`src/rtl/mbx_pkg.sv`:
```
package mbx_pkg;

    typedef enum logic [1:0] {
        ST_IDLE    = 2'd0,
        ST_FG_EXEC = 2'd1,
        ST_BG_RUN  = 2'd2
    } mbx_state_e;

    typedef enum logic [2:0] {
        RC_SUCCESS     = 3'd0,
        RC_BG_STARTED  = 3'd1,
        RC_BUSY        = 3'd2,
        RC_UNSUPPORTED = 3'd3,
        RC_PENDING     = 3'd4
    } mbx_rc_e;

    typedef enum logic [1:0] {
        EV_NONE     = 2'd0,
        EV_STARTED  = 2'd1,
        EV_PROGRESS = 2'd2,
        EV_DONE     = 2'd3
    } mbx_evt_e;

    typedef enum logic [1:0] {
        OPC_UNSUP = 2'd0,
        OPC_FG    = 2'd1,
        OPC_BG    = 2'd2
    } opc_class_e;

    // Register word addresses
    localparam int unsigned REG_CMD  = 0;
    localparam int unsigned REG_CTRL = 1;
    localparam int unsigned REG_WLEN = 2;
    localparam int unsigned REG_RESP = 3;
    localparam int unsigned REG_BGST = 4;

    // Background status bit positions
    localparam int unsigned BGST_RUN_BIT  = 0;
    localparam int unsigned BGST_DONE_BIT = 1;
    localparam int unsigned BGST_PCT_LSB  = 8;
    localparam int unsigned BGST_IRQ_BIT  = 16;

    localparam logic [6:0] PCT_FULL = 7'd100;

    // Command set / command classification table
    function automatic opc_class_e classify_op(input logic [15:0] op);
        logic [7:0] cset;
        logic [7:0] cmd;
        cset = op[15:8];
        cmd  = op[7:0];
        if (cset == 8'h01 && cmd <= 8'h03)      return OPC_FG;
        else if (cset == 8'h02 && cmd <= 8'h01) return OPC_BG;
        else                                     return OPC_UNSUP;
    endfunction

endpackage

```
`src/rtl/mbx_worker.sv`:
```
module mbx_worker #(
    parameter int WORK_W = 24
) (
    input  logic              clk,
    input  logic              rst_n,
    input  logic              start,
    input  logic [WORK_W-1:0] start_len,
    output logic              active,
    output logic              last,
    output logic [WORK_W-1:0] cnt,
    output logic [WORK_W-1:0] len
);

    always_ff @(posedge clk or negedge rst_n) begin
        if (!rst_n) begin
            active <= 1'b0;
            cnt    <= '0;
            len    <= '0;
        end else if (start) begin
            active <= 1'b1;
            cnt    <= '0;
            len    <= start_len;
        end else if (active) begin
            if (last) begin
                active <= 1'b0;
            end else begin
                cnt <= cnt + 1'b1;
            end
        end
    end

    always_comb begin
        last = active && (cnt == len - 1'b1);
    end

endmodule

```
`src/rtl/mbx_ticker.sv`:
```
module mbx_ticker #(
    parameter int TICK_CYCLES = 100_000_000
) (
    input  logic clk,
    input  logic rst_n,
    input  logic clr,
    input  logic en,
    output logic tick
);

    localparam int TW = $clog2(TICK_CYCLES + 1);
    localparam logic [TW-1:0] TMAX = TW'(TICK_CYCLES - 1);

    logic [TW-1:0] tcnt;

    always_comb begin
        tick = en && (tcnt == TMAX);
    end

    always_ff @(posedge clk or negedge rst_n) begin
        if (!rst_n) begin
            tcnt <= '0;
        end else if (clr) begin
            tcnt <= '0;
        end else if (en) begin
            tcnt <= tick ? '0 : tcnt + 1'b1;
        end
    end

endmodule

```
`src/rtl/mbx_percent.sv`:
```
module mbx_percent #(
    parameter int WORK_W = 24
) (
    input  logic [WORK_W-1:0] done_cnt,
    input  logic [WORK_W-1:0] total,
    output logic [6:0]        pct
);

    localparam int NW = WORK_W + 8;

    logic [NW-1:0] num;
    logic [NW-1:0] den;
    logic [NW-1:0] quo;

    always_comb begin
        num = (NW'(done_cnt) + NW'(1)) * NW'(100);
        den = (total == '0) ? NW'(1) : NW'(total);
        quo = num / den;
        pct = (quo > NW'(100)) ? 7'd100 : quo[6:0];
    end

endmodule

```
`src/rtl/mbx_fsm.sv`:
```
module mbx_fsm
    import mbx_pkg::*;
(
    input  logic       clk,
    input  logic       rst_n,
    input  logic       cmd_wr,
    input  logic [15:0] opcode,
    input  logic       work_last,
    input  logic       tick,
    output mbx_state_e state,
    output logic       fg_accept,
    output logic       bg_accept,
    output logic       unsup,
    output logic       busy_rej,
    output logic       fg_finish,
    output logic       bg_finish,
    output logic       prog
);

    mbx_state_e state_d;
    opc_class_e op_class;

    always_comb begin
        op_class = classify_op(opcode);
    end

    // State register
    always_ff @(posedge clk or negedge rst_n) begin
        if (!rst_n) state <= ST_IDLE;
        else        state <= state_d;
    end

    // Next state
    always_comb begin
        state_d = state;
        unique case (state)
            ST_IDLE: begin
                if (cmd_wr && op_class == OPC_FG)      state_d = ST_FG_EXEC;
                else if (cmd_wr && op_class == OPC_BG) state_d = ST_BG_RUN;
            end
            ST_FG_EXEC: begin
                if (work_last) state_d = ST_IDLE;
            end
            ST_BG_RUN: begin
                if (work_last) state_d = ST_IDLE;
            end
            default: state_d = ST_IDLE;
        endcase
    end

    // Output strobes
    always_comb begin
        fg_accept = 1'b0;
        bg_accept = 1'b0;
        unsup     = 1'b0;
        busy_rej  = 1'b0;
        fg_finish = 1'b0;
        bg_finish = 1'b0;
        prog      = 1'b0;
        unique case (state)
            ST_IDLE: begin
                if (cmd_wr) begin
                    unique case (op_class)
                        OPC_FG:  fg_accept = 1'b1;
                        OPC_BG:  bg_accept = 1'b1;
                        default: unsup     = 1'b1;
                    endcase
                end
            end
            ST_FG_EXEC: begin
                busy_rej  = cmd_wr;
                fg_finish = work_last;
            end
            ST_BG_RUN: begin
                busy_rej  = cmd_wr;
                bg_finish = work_last;
                prog      = tick && !work_last;
            end
            default: ;
        endcase
    end

endmodule

```
`src/rtl/mgmt_mailbox.sv`:
```
module mgmt_mailbox
    import mbx_pkg::*;
#(
    parameter int ADDR_W      = 3,
    parameter int DATA_W      = 32,
    parameter int WORK_W      = 24,
    parameter int TICK_CYCLES = 100_000_000,
    parameter int FG_LAT      = 4
) (
    input  logic              clk,
    input  logic              rst_n,
    input  logic              wr_en,
    input  logic [ADDR_W-1:0] wr_addr,
    input  logic [DATA_W-1:0] wr_data,
    input  logic [ADDR_W-1:0] rd_addr,
    output logic [DATA_W-1:0] rd_data,
    output logic              irq,
    output logic              evt_valid,
    output logic [1:0]        evt_kind,
    output logic [6:0]        evt_pct
);

    localparam logic [ADDR_W-1:0] A_CMD  = ADDR_W'(REG_CMD);
    localparam logic [ADDR_W-1:0] A_CTRL = ADDR_W'(REG_CTRL);
    localparam logic [ADDR_W-1:0] A_WLEN = ADDR_W'(REG_WLEN);
    localparam logic [ADDR_W-1:0] A_RESP = ADDR_W'(REG_RESP);
    localparam logic [ADDR_W-1:0] A_BGST = ADDR_W'(REG_BGST);
    localparam logic [WORK_W-1:0] FG_LEN = WORK_W'(FG_LAT);

    logic              cmd_wr;
    logic [15:0]       opcode_in;
    mbx_state_e        fsm_state;
    logic              fg_accept, bg_accept, unsup, busy_rej;
    logic              fg_finish, bg_finish, prog;
    logic              work_active, work_last;
    logic [WORK_W-1:0] work_cnt, work_len;
    logic [WORK_W-1:0] start_len;
    logic              tick;
    logic [6:0]        pct_now;

    logic [15:0]       last_op_q;
    logic              irq_en_q;
    logic [WORK_W-1:0] wlen_q;
    mbx_rc_e           resp_q;
    logic              bg_done_q;
    logic [6:0]        pct_q;
    logic              irq_pend_q;
    logic              irq_clr;

    always_comb begin
        cmd_wr    = wr_en && (wr_addr == A_CMD);
        opcode_in = wr_data[15:0];
        irq_clr   = wr_en && (wr_addr == A_BGST) && wr_data[BGST_IRQ_BIT];
        if (fg_accept)           start_len = FG_LEN;
        else if (wlen_q == '0)   start_len = WORK_W'(1);
        else                     start_len = wlen_q;
    end

    mbx_fsm u_fsm (
        .clk       (clk),
        .rst_n     (rst_n),
        .cmd_wr    (cmd_wr),
        .opcode    (opcode_in),
        .work_last (work_last),
        .tick      (tick),
        .state     (fsm_state),
        .fg_accept (fg_accept),
        .bg_accept (bg_accept),
        .unsup     (unsup),
        .busy_rej  (busy_rej),
        .fg_finish (fg_finish),
        .bg_finish (bg_finish),
        .prog      (prog)
    );

    mbx_worker #(.WORK_W(WORK_W)) u_worker (
        .clk       (clk),
        .rst_n     (rst_n),
        .start     (fg_accept | bg_accept),
        .start_len (start_len),
        .active    (work_active),
        .last      (work_last),
        .cnt       (work_cnt),
        .len       (work_len)
    );

    mbx_ticker #(.TICK_CYCLES(TICK_CYCLES)) u_ticker (
        .clk   (clk),
        .rst_n (rst_n),
        .clr   (bg_accept),
        .en    (fsm_state == ST_BG_RUN),
        .tick  (tick)
    );

    mbx_percent #(.WORK_W(WORK_W)) u_pct (
        .done_cnt (work_cnt),
        .total    (work_len),
        .pct      (pct_now)
    );

    // Configuration registers
    always_ff @(posedge clk or negedge rst_n) begin
        if (!rst_n) begin
            irq_en_q <= 1'b0;
            wlen_q   <= '0;
        end else if (wr_en) begin
            if (wr_addr == A_CTRL) irq_en_q <= wr_data[0];
            if (wr_addr == A_WLEN) wlen_q   <= wr_data[WORK_W-1:0];
        end
    end

    // Response code and last accepted opcode; the newest command wins
    always_ff @(posedge clk or negedge rst_n) begin
        if (!rst_n) begin
            resp_q    <= RC_SUCCESS;
            last_op_q <= '0;
        end else begin
            if (fg_accept | bg_accept) last_op_q <= opcode_in;
            if (busy_rej)       resp_q <= RC_BUSY;
            else if (unsup)     resp_q <= RC_UNSUPPORTED;
            else if (fg_accept) resp_q <= RC_PENDING;
            else if (bg_accept) resp_q <= RC_BG_STARTED;
            else if (fg_finish) resp_q <= RC_SUCCESS;
        end
    end

    // Background status and sticky interrupt
    always_ff @(posedge clk or negedge rst_n) begin
        if (!rst_n) begin
            bg_done_q  <= 1'b0;
            pct_q      <= '0;
            irq_pend_q <= 1'b0;
        end else begin
            if (bg_accept) begin
                bg_done_q <= 1'b0;
                pct_q     <= '0;
            end else if (bg_finish) begin
                bg_done_q <= 1'b1;
                pct_q     <= PCT_FULL;
            end else if (prog) begin
                pct_q     <= pct_now;
            end
            if (bg_finish && irq_en_q) irq_pend_q <= 1'b1;
            else if (irq_clr)          irq_pend_q <= 1'b0;
        end
    end

    // Event port
    always_ff @(posedge clk or negedge rst_n) begin
        if (!rst_n) begin
            evt_valid <= 1'b0;
            evt_kind  <= EV_NONE;
            evt_pct   <= '0;
        end else begin
            evt_valid <= bg_accept | prog | bg_finish;
            if (bg_accept) begin
                evt_kind <= EV_STARTED;
                evt_pct  <= '0;
            end else if (bg_finish) begin
                evt_kind <= EV_DONE;
                evt_pct  <= PCT_FULL;
            end else if (prog) begin
                evt_kind <= EV_PROGRESS;
                evt_pct  <= pct_now;
            end else begin
                evt_kind <= EV_NONE;
                evt_pct  <= '0;
            end
        end
    end

    always_comb begin
        irq = irq_pend_q;
    end

    // Register read mux
    always_comb begin
        rd_data = '0;
        case (rd_addr)
            A_CMD:  rd_data[15:0]       = last_op_q;
            A_CTRL: rd_data[0]          = irq_en_q;
            A_WLEN: rd_data[WORK_W-1:0] = wlen_q;
            A_RESP: rd_data[2:0]        = resp_q;
            A_BGST: begin
                rd_data[BGST_RUN_BIT]                 = (fsm_state == ST_BG_RUN);
                rd_data[BGST_DONE_BIT]                = bg_done_q;
                rd_data[BGST_PCT_LSB+6:BGST_PCT_LSB]  = pct_q;
                rd_data[BGST_IRQ_BIT]                 = irq_pend_q;
            end
            default: rd_data = '0;
        endcase
    end

endmodule

```
`config.mk`:
```
export PLATFORM = sky130hd
export DESIGN_NAME = mgmt_mailbox
export DESIGN_NICKNAME = d
export VERILOG_FILES = /design/src/rtl/mbx_pkg.sv /design/src/rtl/mbx_worker.sv /design/src/rtl/mbx_ticker.sv /design/src/rtl/mbx_percent.sv /design/src/rtl/mbx_fsm.sv /design/src/rtl/mgmt_mailbox.sv
export SDC_FILE = /design/constraint.sdc
export NUM_CORES = 2
export LEC_CHECK = 0
export ABC_CLOCK_PERIOD_IN_PS = 185200
export BUFFER_PORTS_ARGS = -buffer_cell sky130_fd_sc_hd__buf_4
export CORE_MARGIN = 2
export CORE_UTILIZATION = 30
export CTS_BUF_LIST = sky130_fd_sc_hd__clkbuf_8
export DETAILED_ROUTE_END_ITERATION = 8
export GPL_TIMING_DRIVEN = 0
export SYNTH_ARGS = -nofsm -noshare
export SYNTH_HDL_FRONTEND = slang
export SYNTH_HIERARCHICAL = 1
export SYNTH_SLANG_ARGS = --single-unit
```
`constraint.sdc`:
```
create_clock -name clk -period 185.2 [get_ports clk]
set_input_delay 37.04 -clock clk [delete_from_list [all_inputs] [get_ports clk]]
set_output_delay 37.04 -clock clk [all_outputs]
set_load 0.005 [all_outputs]
```
[After elaboration in Yosys (flattened, before gate mapping)]
Index checks and enable logic that the tools add are counted.
Storage, ports and cells
  word-level logic and storage cells: 132
  output and inout port bits: 43
  bits in registers: 141
Cells by class
  bitwise logic cells: 3
  multiply operators: 1
  mux-type cells: 58
  divide/modulo/power cells: 1
  reductions and logical operators: 29
  order comparisons: 3
  add/subtract/negate cells: 4
  eq/ne operators: 18
Operator list (count)
  two-way mux 24 bit: 6
  two-way mux 27 bit: 3
  two-way mux 7 bit: 8
  zero test 24 bit: 2
  divider 32 x 32 -> 32 bit: 1
  greater-than comparator 32 x 7 -> 1 bit, second input constant: 1
  multiplier 32 x 5 -> 30 bit, second input constant: 1
  adder 27 x 1 -> 27 bit, second input constant: 1
  equality test 27 bit, second input constant: 1
  adder 24 x 1 -> 25 bit, second input constant: 1
  adder 24 x 1 -> 24 bit, second input constant: 1
  equality test 24 bit: 1
  subtractor 24 x 1 -> 24 bit, second input constant: 1
  case mux 7 bit (3 select lines): 1
  two-way mux 1 bit: 20
  two-way mux 2 bit: 8
  two-way mux 3 bit: 5
  logical AND 1 bit: 11
  case mux 5 bit (2 select lines): 1
  equality test 3 x 2 -> 1 bit, second input constant: 3
  equality test 8 x 1 -> 1 bit, second input constant: 1
  equality test 8 x 2 -> 1 bit, second input constant: 1
  less-or-equal comparator 8 x 1 -> 1 bit, second input constant: 1
  less-or-equal comparator 8 x 2 -> 1 bit, second input constant: 1
  20 further kinds: 36

[Logic depth before layout (Yosys ltp)]
  depth in word-level cells: 12
  mapped depth: 420
  gate-level depth less buffers: 381

[Hierarchy]
The synthesis kept the hierarchy.
By module, submodules not included
  mbx_percent: sequential area each 0.0 um^2, cells each 4565, times used 1, area an instance 31599.1 um^2
  mgmt_mailbox: sequential area each 1576.5 um^2, cells each 282, times used 1, area an instance 3206.8 um^2
  mbx_worker: sequential area each 1226.2 um^2, cells each 320, times used 1, area an instance 3090.5 um^2
  mbx_ticker: sequential area each 675.6 um^2, cells each 167, times used 1, area an instance 1581.5 um^2
  mbx_fsm: sequential area each 50.0 um^2, cells each 39, times used 1, area an instance 289.0 um^2

[Worst setup path before layout]
Ideal clock, no wire load.
  kind: register -> register
  start: reg u_worker.cnt[1]
  end: reg pct_q[0]
  required time: 185076 ps
  cell stages (with the launch flop): 393
  setup slack: 104755 ps
  data arrival time: 80321 ps
  path buffers: 46
  cells stage by stage: dfrtp_1 ha_1 nand2_1 nor2_1 and4_1 nand2_1 xor2_1 inv_1 ha_1 ha_1 fa_1 ha_1 clkbuf_1 nand2_1 a211oi_1 a21oi_1 o21ai_0 o221ai_1 (+357 left out) inv_1 a2111o_1 buf_2 buf_2 nor2_1 a21oi_1 ha_1 a21o_1 a21o_1 a21oi_1 o221a_2 a211o_1 a31oi_1 a2111o_1 a221oi_2 a31oi_1 nand2_1 a21oi_1
On the way
  cells in the longest elaborated chain, start to end: 8
  elaborated cells between the ends (all ways): 15
RTL lines
  start, declared: RTL line mbx_worker.sv:10  | output logic [WORK_W-1:0] cnt,
  start signal, assigned: RTL line mbx_worker.sv:27  | cnt <= cnt + 1'b1;
  adder 24 x 1 -> 25 bit (*): RTL line mbx_percent.sv:16  | num = (NW'(done_cnt) + NW'(1)) * NW'(100);
  multiplier 32 x 5 -> 30 bit (*): RTL line mbx_percent.sv:16
  divider 32 x 32 -> 32 bit (*): RTL line mbx_percent.sv:18  | quo = num / den;
  greater-than comparator 32 x 7 -> 1 bit: RTL line mbx_percent.sv:19  | pct = (quo > NW'(100)) ? 7'd100 : quo[6:0];
  two-way mux 7 bit (*): RTL line mbx_percent.sv:19
  via pct_now[0]: RTL line mgmt_mailbox.sv:39  | logic [6:0] pct_now;
  two-way mux 7 bit (*): RTL line mgmt_mailbox.sv:140  | end else if (prog) begin
  two-way mux 7 bit (*): RTL line mgmt_mailbox.sv:137  | end else if (bg_finish) begin
  two-way mux 7 bit (*): RTL line mgmt_mailbox.sv:134  | if (bg_accept) begin
  end signal, assigned: RTL line mgmt_mailbox.sv:141  | pct_q <= pct_now;
  end, declared: RTL line mgmt_mailbox.sv:46  | logic [6:0] pct_q;
The timed path passes the listed nets; every way through them passes the cells marked *. The select of a mux whose other input is x is not followed.
A chain may end at the register's enable or synchronous reset.

[Worst setup path after layout]
Same ends and word-level chain as after synthesis.

==> qor.txt <==
CTS tree: done
Final Hold Viols: 0
Buffers on Ports: 66
First-pass GRT wire length: 210 mm
Most common cell after layout, fill and taps aside: ha_1
Yosys cell types: 121
Critical Path RT: 185.59 ns
Sequential area share after synthesis: 8.87%
Drt first pass iters: 6
Crit. End Element: register
Synth Cell Area: 0.0398 sq mm
Tightest Hold Check Type: register to register
CORE AREA: 0.131 sq mm
Kind of critical path: register to register
Mean post-synth cell area: 7.40 sq um
Chip height: 368 um
Post-CTS Setup Repair Bufs: 0
Vias after detailed routing: 40,700
Gate count after technology mapping: 5,373
Starting density of the core: 30.2%
RSZ-0062 raised after global routing: false
Total Neg Setup Slack: 0 ns
Layout cells sized above 1: 9.11%
Crit Path Max Fanout: 11
DR WL/cell: 18.5 um
Hold WS: 0.485 ns
Initial antenna violation count: 1
Tcrit/Tclk final: 58.3%
Max_cap viols: 1
Post-synth EDFFs: 0
Rows: 133
Slowest stage cell, crit path: a2111oi_0
Seq cells post-synth: 141
DIE WIDTH: 368 um
Yosys warning count: 6
Initial DRC count: 3,389
Critical path's largest stage delay: 1.11 ns
Commonest non-fill, non-tap cells in the layout: 577 x ha_1, 524 x nor2_1, 473 x nand2_1
Top Ports: 84
Largest net degree at the start of global routing: 84
Vias/cell: 5.62
Final-report max-slew violation count: 0
Final setup fails: 0
Fmax: 9.25 MHz
Status: finished with violations
RePlAce Congestion: 0.939
# hold bufs at CTS: 0
CTS root buffer: clkbuf_8
Final Skew: 0.0108 ns
Dominant synthesized flop cell: dfrtp_1
GRT Overall Usage: 19.0%
H-tree depth: 4
Fraction of registers with async set/reset: 100%
Die ar.: 0.135 sq mm
PostCTS Resize Cnt: 0
Overflow after GRT: 0
Vias in the first global route: 38,500
Drc violations: 0
Top cells by area, synth: ha_1 18%, dfrtp_1 8.9%, xnor2_1 5.3%
Area grow syn2layout: 8.51%
Critical path startpoint category: register
Minimum clock period: 108.05 ns
Violated checks: capacitance limit
Cell accounting for the most synthesized area: ha_1
Nets@finish: 6,113
Share of the synthesized area in the top cell type: 18.2%
Worst relative slew slack: 1.90%
Total wire length: 134 mm
Num CTS Buffers: 17
Clock Path Buffers: 2
DRT antenna net count: 0
Most used cell, CP: ha_1
Later-pin clock latency in the skew report: 0.46 ns
Slew @ Worst Pin: 1.47 ns
Arrival time worst endpoint: 108.44 ns
Clk sinks: 141
Clk slew on worst S/H paths: 0.09 ns
DP HPWL: 108 mm
-- layer usage --
layer / GRT usage (%) / part of all wire, %
met1: 26.6 / 47
met2: 30.8 / 44
met3: 1.88 / 5.9
met4: 5.51 / 2.9
met5: 0 / 0
-- registers in the layout, summed over array words and instances, names as in the netlist --
register	count
irq	1
u_worker/active	1
wlen_q	24
u_fsm/state	2
pct_q	7
resp_q	3
irq_en_q	1
evt_kind	2
evt_valid	1
u_worker/cnt	24
bg_done_q	1
u_worker/len	24
last_op_q	16
evt_pct	7
u_ticker/tcnt	27
-- logic make-up after synthesis --
family	Yosys count	synth area share, %
simple gates	1924	24.0
xor+xnor	404	8.90
flops	141	8.87
fa+ha+maj	597	19.1
other cells	1	0.00943
mux	249	7.10
compound gates	1633	27.6
buf+inv	424	4.45
-- worst max-delay path: cells and delay by family, from the launching register on --
kind,cells,cell delay (ns)
compound gates,199,53.64
simple gates,91,19.14
buf+inv,54,18.99
fa+ha+maj,38,12.19
mux,7,2.12
xor+xnor,2,0.91
flops,1,0.70
-- area by class of cell --
class                           instances  area [sq um]
Fill cell                           14200         88300
Multi-Input combinational cell       4815         34500
Sequential cell                       141          3530
Tap cell                             1755          2200
Inverter                              264           991
Buffer                                160           777
Timing Repair Buffer                   77           727
Clock buffer                           17           234
Clock inverter                         14           195
Antenna cell                            3          7.51
-- cells in the mapped netlist (27+ instances only) --
cell type,n
o31ai_1,69
inv_1,264
a21oi_1,405
a21o_1,152
or4_1,27
xor2_1,165
a211oi_1,47
and2_1,63
o21a_1,189
nor3_1,172
or3_1,70
dfrtp_1,141
a31oi_1,69
o21bai_1,35
or2_2,58
mux2_2,183
nor2b_1,77
a21boi_0,40
nand2b_1,67
nor2_1,524
xnor2_1,239
nor4_1,35
mux2i_1,46
o21ai_0,271
nand3_1,119
and3_1,64
clkbuf_1,103
o211ai_1,62
nand2_1,473
ha_1,577
nand4_1,76
-- worst paths after layout --
check,endpoint,slack (ns),from,cells past startpoint
setup / recovery,pct_q[0],77.15,u_worker/cnt[1],391
hold / removal,pct_q[6],0.49,pct_q[6],1
setup reg to reg,pct_q[0],77.15,u_worker/cnt[1],391
hold reg to reg,pct_q[6],0.49,pct_q[6],1
max in group asynchronous,u_ticker/tcnt[8],147.85,rst_n,2
min in group asynchronous,last_op_q[4],36.56,rst_n,1
-- through the flow --
step                cells  worst slack, ns  instance area (sq um)  util (%)
floorplan            5380           104.76                  39800         -
global placement     7201            79.70                  42500      32.3
detailed placement   7212            79.16                  42700      32.5
CTS                  7243            78.72                  43100      32.8
global route         7243            69.22                  43100      32.8
finish               7246            77.15                  43200      32.8
Power is left out: the tool's default activity adds up to more than one toggle a clock period on the data nets, which glitch-free logic cannot reach.
